$ cat config.mk
export PLATFORM = sky130hd
export DESIGN_NAME = gpio_irq_front
export DESIGN_NICKNAME = d
export VERILOG_FILES = /design/src/rtl/gpio_irq_front.sv
export SDC_FILE = /design/constraint.sdc
export NUM_CORES = 1
export LEC_CHECK = 0
export BUFFER_PORTS_ARGS = -buffer_cell sky130_fd_sc_hd__buf_2
export CAP_MARGIN = 20
export CORE_MARGIN = 1
export CORE_UTILIZATION = 45
export CTS_BUF_LIST = sky130_fd_sc_hd__clkbuf_4 sky130_fd_sc_hd__clkbuf_8
export DETAILED_ROUTE_END_ITERATION = 10
export PLACE_DENSITY = 0.77
export REMOVE_ABC_BUFFERS = 1
export SKIP_CTS_REPAIR_TIMING = 1
export SYNTH_ARGS = -nofsm -noshare
export SYNTH_HDL_FRONTEND = slang
export SYNTH_SLANG_ARGS = --single-unit
$ cat constraint.sdc
create_clock -name clk -period 1.5 [get_ports clk]
set_input_delay 0 -clock clk [delete_from_list [all_inputs] [get_ports clk]]
set_output_delay 0 -clock clk [all_outputs]
set_load 0.05 [all_outputs]
$ cat src/rtl/gpio_irq_front.sv
module gpio_irq_front #(
  parameter int NUM_LINES = 32,
  parameter int ADDR_W    = 8
) (
  input  logic                 clk,
  input  logic                 rst_n,
  input  logic [NUM_LINES-1:0] gpio_in,
  input  logic [ADDR_W-1:0]    reg_addr,
  input  logic [31:0]          reg_wdata,
  input  logic                 reg_we,
  output logic [31:0]          reg_rdata,
  output logic                 irq_out
);
  localparam logic [ADDR_W-1:0] A_EN   = ADDR_W'(8'h30);
  localparam logic [ADDR_W-1:0] A_MASK = ADDR_W'(8'h34);
  localparam logic [ADDR_W-1:0] A_TYPE = ADDR_W'(8'h38);
  localparam logic [ADDR_W-1:0] A_POL  = ADDR_W'(8'h3C);
  localparam logic [ADDR_W-1:0] A_MST  = ADDR_W'(8'h40);
  localparam logic [ADDR_W-1:0] A_RAW  = ADDR_W'(8'h44);
  localparam logic [ADDR_W-1:0] A_ACK  = ADDR_W'(8'h4C);

  logic [NUM_LINES-1:0] en_q, mask_q, type_q, pol_q;
  logic [NUM_LINES-1:0] s1_q, s2_q, prev_q, lat_q;
  logic [NUM_LINES-1:0] act_lvl, hit, clr, raw, mst;
  logic [NUM_LINES-1:0] wfield;

  assign wfield = reg_wdata[NUM_LINES-1:0];

  always_ff @(posedge clk or negedge rst_n) begin
    if (!rst_n) begin
      en_q   <= '0;
      mask_q <= '0;
      type_q <= '0;
      pol_q  <= '0;
    end else if (reg_we) begin
      case (reg_addr)
        A_EN:    en_q   <= wfield;
        A_MASK:  mask_q <= wfield;
        A_TYPE:  type_q <= wfield;
        A_POL:   pol_q  <= wfield;
        default: ;
      endcase
    end
  end

  always_ff @(posedge clk or negedge rst_n) begin
    if (!rst_n) begin
      s1_q   <= '0;
      s2_q   <= '0;
      prev_q <= '0;
    end else begin
      s1_q   <= gpio_in;
      s2_q   <= s1_q;
      prev_q <= s2_q;
    end
  end

  assign act_lvl = ~(s2_q ^ pol_q);
  assign hit     = ((pol_q & s2_q & ~prev_q) | (~pol_q & ~s2_q & prev_q)) & en_q & ~type_q;
  assign clr     = ((reg_we && reg_addr == A_ACK) ? wfield : '0) | ~en_q | type_q;

  always_ff @(posedge clk or negedge rst_n) begin
    if (!rst_n) lat_q <= '0;
    else        lat_q <= (lat_q & ~clr) | hit;
  end

  assign raw = en_q & ((type_q & act_lvl) | (~type_q & lat_q));
  assign mst = raw & ~mask_q;

  always_ff @(posedge clk or negedge rst_n) begin
    if (!rst_n) irq_out <= 1'b0;
    else        irq_out <= |mst;
  end

  always_comb begin
    reg_rdata = '0;
    case (reg_addr)
      A_EN:    reg_rdata[NUM_LINES-1:0] = en_q;
      A_MASK:  reg_rdata[NUM_LINES-1:0] = mask_q;
      A_TYPE:  reg_rdata[NUM_LINES-1:0] = type_q;
      A_POL:   reg_rdata[NUM_LINES-1:0] = pol_q;
      A_MST:   reg_rdata[NUM_LINES-1:0] = mst;
      A_RAW:   reg_rdata[NUM_LINES-1:0] = raw;
      default: ;
    endcase
  end


  en_write_chk: assert property (@(posedge clk) disable iff (!rst_n)
    $past(reg_we && reg_addr == A_EN) |-> en_q == $past(wfield));


  edge_capture_chk: assert property (@(posedge clk) disable iff (!rst_n)
    (lat_q & $past(hit)) == $past(hit));


  latch_hold_chk: assert property (@(posedge clk) disable iff (!rst_n)
    ((~lat_q & $past(lat_q)) & ~$past(clr)) == '0);


  masked_irq_chk: assert property (@(posedge clk) disable iff (!rst_n)
    irq_out |-> $past(|(raw & ~mask_q)));


  disabled_quiet_chk: assert property (@(posedge clk) disable iff (!rst_n)
    $past(reg_we && reg_addr == A_EN && wfield == '0) |-> reg_addr != A_RAW || reg_rdata == '0);
endmodule

==> reports/summary.txt <==
RSZ-0062 raised after global routing: true
Crit Path Category: reg2out
Chip Height: 165 um
VDD IR max: 0.926 mV
Worst Setup Start Kind: flop
Final Skew: 0.0128 ns
CP startpoint: pol_q[12]$_DFFE_PN0P_
drt via density: 5.46
Hold Path Depth: 4
residual DRC count: 0
share of the synthesized area in the top cell type: 54.1%
R2R Path Start: pol_q[1]$_DFFE_PN0P_
violated checks: negative setup slack
Worst Setup End Kind: output pin
Pleak: 8.12 nW
post-synthesis register bit count: 257
TritonCTS buffer count: 44
CP peak stage delay: 0.35 ns
root cell of the clock tree: clkbuf_8
clock transition at the registers of the reported paths: 0.07 ns
Routed WL: 32500 um
post-synth top area cell: dfrtp_1
GRT Total Usage: 21.9%
WP buf/inv: 2
GRT overflow: 0
setup TNS: -13.47 ns
final worst path period need: 2.14 ns
critical path depth in cells: 8
Placer Congestion: 0.837
Seq/Total Area, Yosys: 54.1%
Hold Path Origin: reg_we
PwrDens: 929 nW/um^2
top-count cell post-synth: dfrtp_1
status: finished with violations
WHS: 0.0468 ns
Post-DRT Antenna Nets: 0
clock tree sinks: 257
HPWL Detailed: 19800 um
WL per Instance: 18.6 um
n_diodes: 0
Distinct cells, synth: 45
synth-to-layout area growth: 42.7%
H-tree level count: 2
# rows: 59
post-route cell area: 17000 um^2
max layer used: met4
number of global-route vias before repair: 9086
Synth Area per Inst: 11.6 um^2
max-slew violation count: 0
IO Port Bufs: 107
Initial Util: 45.8%
Reg2Reg Setup Slack: -0.29 ns
met3 wire len: 1690 um
Crit path required time: 1.50 ns
Final Hold Vio Count: 0
Max-Cap Viols: 0
Yosys warnings: 0
DIE AREA: 27100 um^2
ys async rst share: 100%
Crit-path slowest cell: dfrtp_1
initial antenna violation count: 0
CP Max Fanout: 2
HP Class: in2reg
final setup fails: 33
Non-Filler Instances: 1751
WL met1: 13700 um
Synth area leaders: dfrtp_1 (54%), ha_1 (6.7%), mux2_4 (3.8%)
Worst slew margin: 68.7%
I/O pin count: 108
first-pass GRT wire length: 46100 um
Post-Syn Area: 11900 um^2
cell family with most CP delay: simple AND/OR/NAND/NOR gates
post-place setup slack: -0.311 ns
fmax: 0.468 GHz
Worst-Margin Slew: 0.468 ns
Via Count: 9563
Post-synth EDFFs: 0
CP cell instances: inv_1 -> ha_1 -> nor2b_2 -> nor2_1 -> o21ai_0 -> nand2_1 -> nand3_2 -> buf_8
routed wl met2: 16200 um
setup ws final: -0.639 ns
# nets final: 1527
Worst-Skew Late Latency: 0.57 ns
Reg2Reg Depth: 9
Iter 0 DRT Violations: 616
share of layout cells above drive strength 1: 42.0%
top cells by count, synth: dfrtp_1 (257), nand2_1 (88), inv_1 (80), o21ai_0 (78), nor2b_1 (70)
area of the core: 26000 um^2
Primary FF master, synth: dfrtp_1
die width: 165 um
Inst Count DP: 1566
CTS Buffer Depth: 3
Pre-antenna DRT Iters: 5
Cells after Synth: 1026
CTS tree: done
Tcrit/Tclk final: 143%
pin count of the biggest net entering global routing: 68
Placed Area: 13900 um^2
Arr. time, crit path: 2.14 ns
==> final timing paths <==
| kind | end |
|---|---|
| setup / recovery | reg_rdata[12] |
| hold / removal | pol_q[29]$_DFFE_PN0P_ |
| setup reg to reg | irq_out$_DFF_PN0_ |
| hold reg to reg | s2_q[16]$_DFF_PN0_ |
| max in group asynchronous | s1_q[16]$_DFF_PN0_ |
| min in group asynchronous | s1_q[22]$_DFF_PN0_ |
==> registers in the layout (all words and copies together), names as in the netlist <==
| signal | cells |
|---|---|
| en_q | 32 |
| irq_out | 1 |
| lat_q | 32 |
| mask_q | 32 |
| pol_q | 32 |
| prev_q | 32 |
| s1_q | 32 |
| s2_q | 32 |
| type_q | 32 |
==> cell usage in the layout (no fill, tap or decap), types with 31 or more instances in the layout <==
master	n
a221oi_1	32
a22oi_1	48
buf_2	74
buf_4	167
clkbuf_8	54
dfrtp_1	257
dlygate4sd3_1	66
ha_1	39
inv_1	32
inv_2	48
mux2_2	36
nand2_1	78
nor2b_1	62
nor3b_1	31
o21ai_0	56
==> per-stage QoR <==
stage | total power [mW] | utilization [%]
2_1_floorplan | 8.10 | -
3_3_place_gp | 8.81 | 53.6
3_5_place_dp | 8.87 | 53.6
4_1_cts | 15.5 | 57.1
5_1_grt | 16.4 | 65.3
6_report | 15.8 | 65.3
==> kinds of logic after synthesis <==
kind of cell	share of synthesized area, %
multiplexers	10.5
AO/OA/AOI/OAI	11.7
flip-flops	54.1
AND/OR/NAND/NOR	12.8
buffers and inverters	4.27
adder cells (fa/ha/maj)	6.73
==> layout make-up <==
cell class	instances	area, um^2
multi-input combinational	648	5840
sequential	257	6430
fill	1823	9010
inverter	80	300
timing repair buffer	357	3080
clock buffer	65	826
tap	335	419
clock inverter	9	78.8
==> where the power goes <==
group | switching [mW] | leakage, nW | internal (mW)
logic | 0.767 | 4.45 | 0.901
clock network | 2.86 | 0.477 | 3.69
registers | 0.272 | 3.20 | 7.28
==> worst register-to-register path, stage by stage, from the launching register on <==
cell and delay [ns]:
dfrtp_1 0.36, inv_2 0.06, ha_4 0.26, inv_2 0.03, mux2i_2 0.20, buf_4 0.17, o32ai_4 0.09, nor4_2 0.29
buf_4 0.16, nand3_2 0.05
==> per-layer routing <==
metal  GRT usage, %  up-vias
li1               -     4358
met1           29.5     4814
met2           35.6      307
met3           3.74       84
met4           8.05        0
met5              0        -
Note: power is estimated with default switching activity, not from simulation.
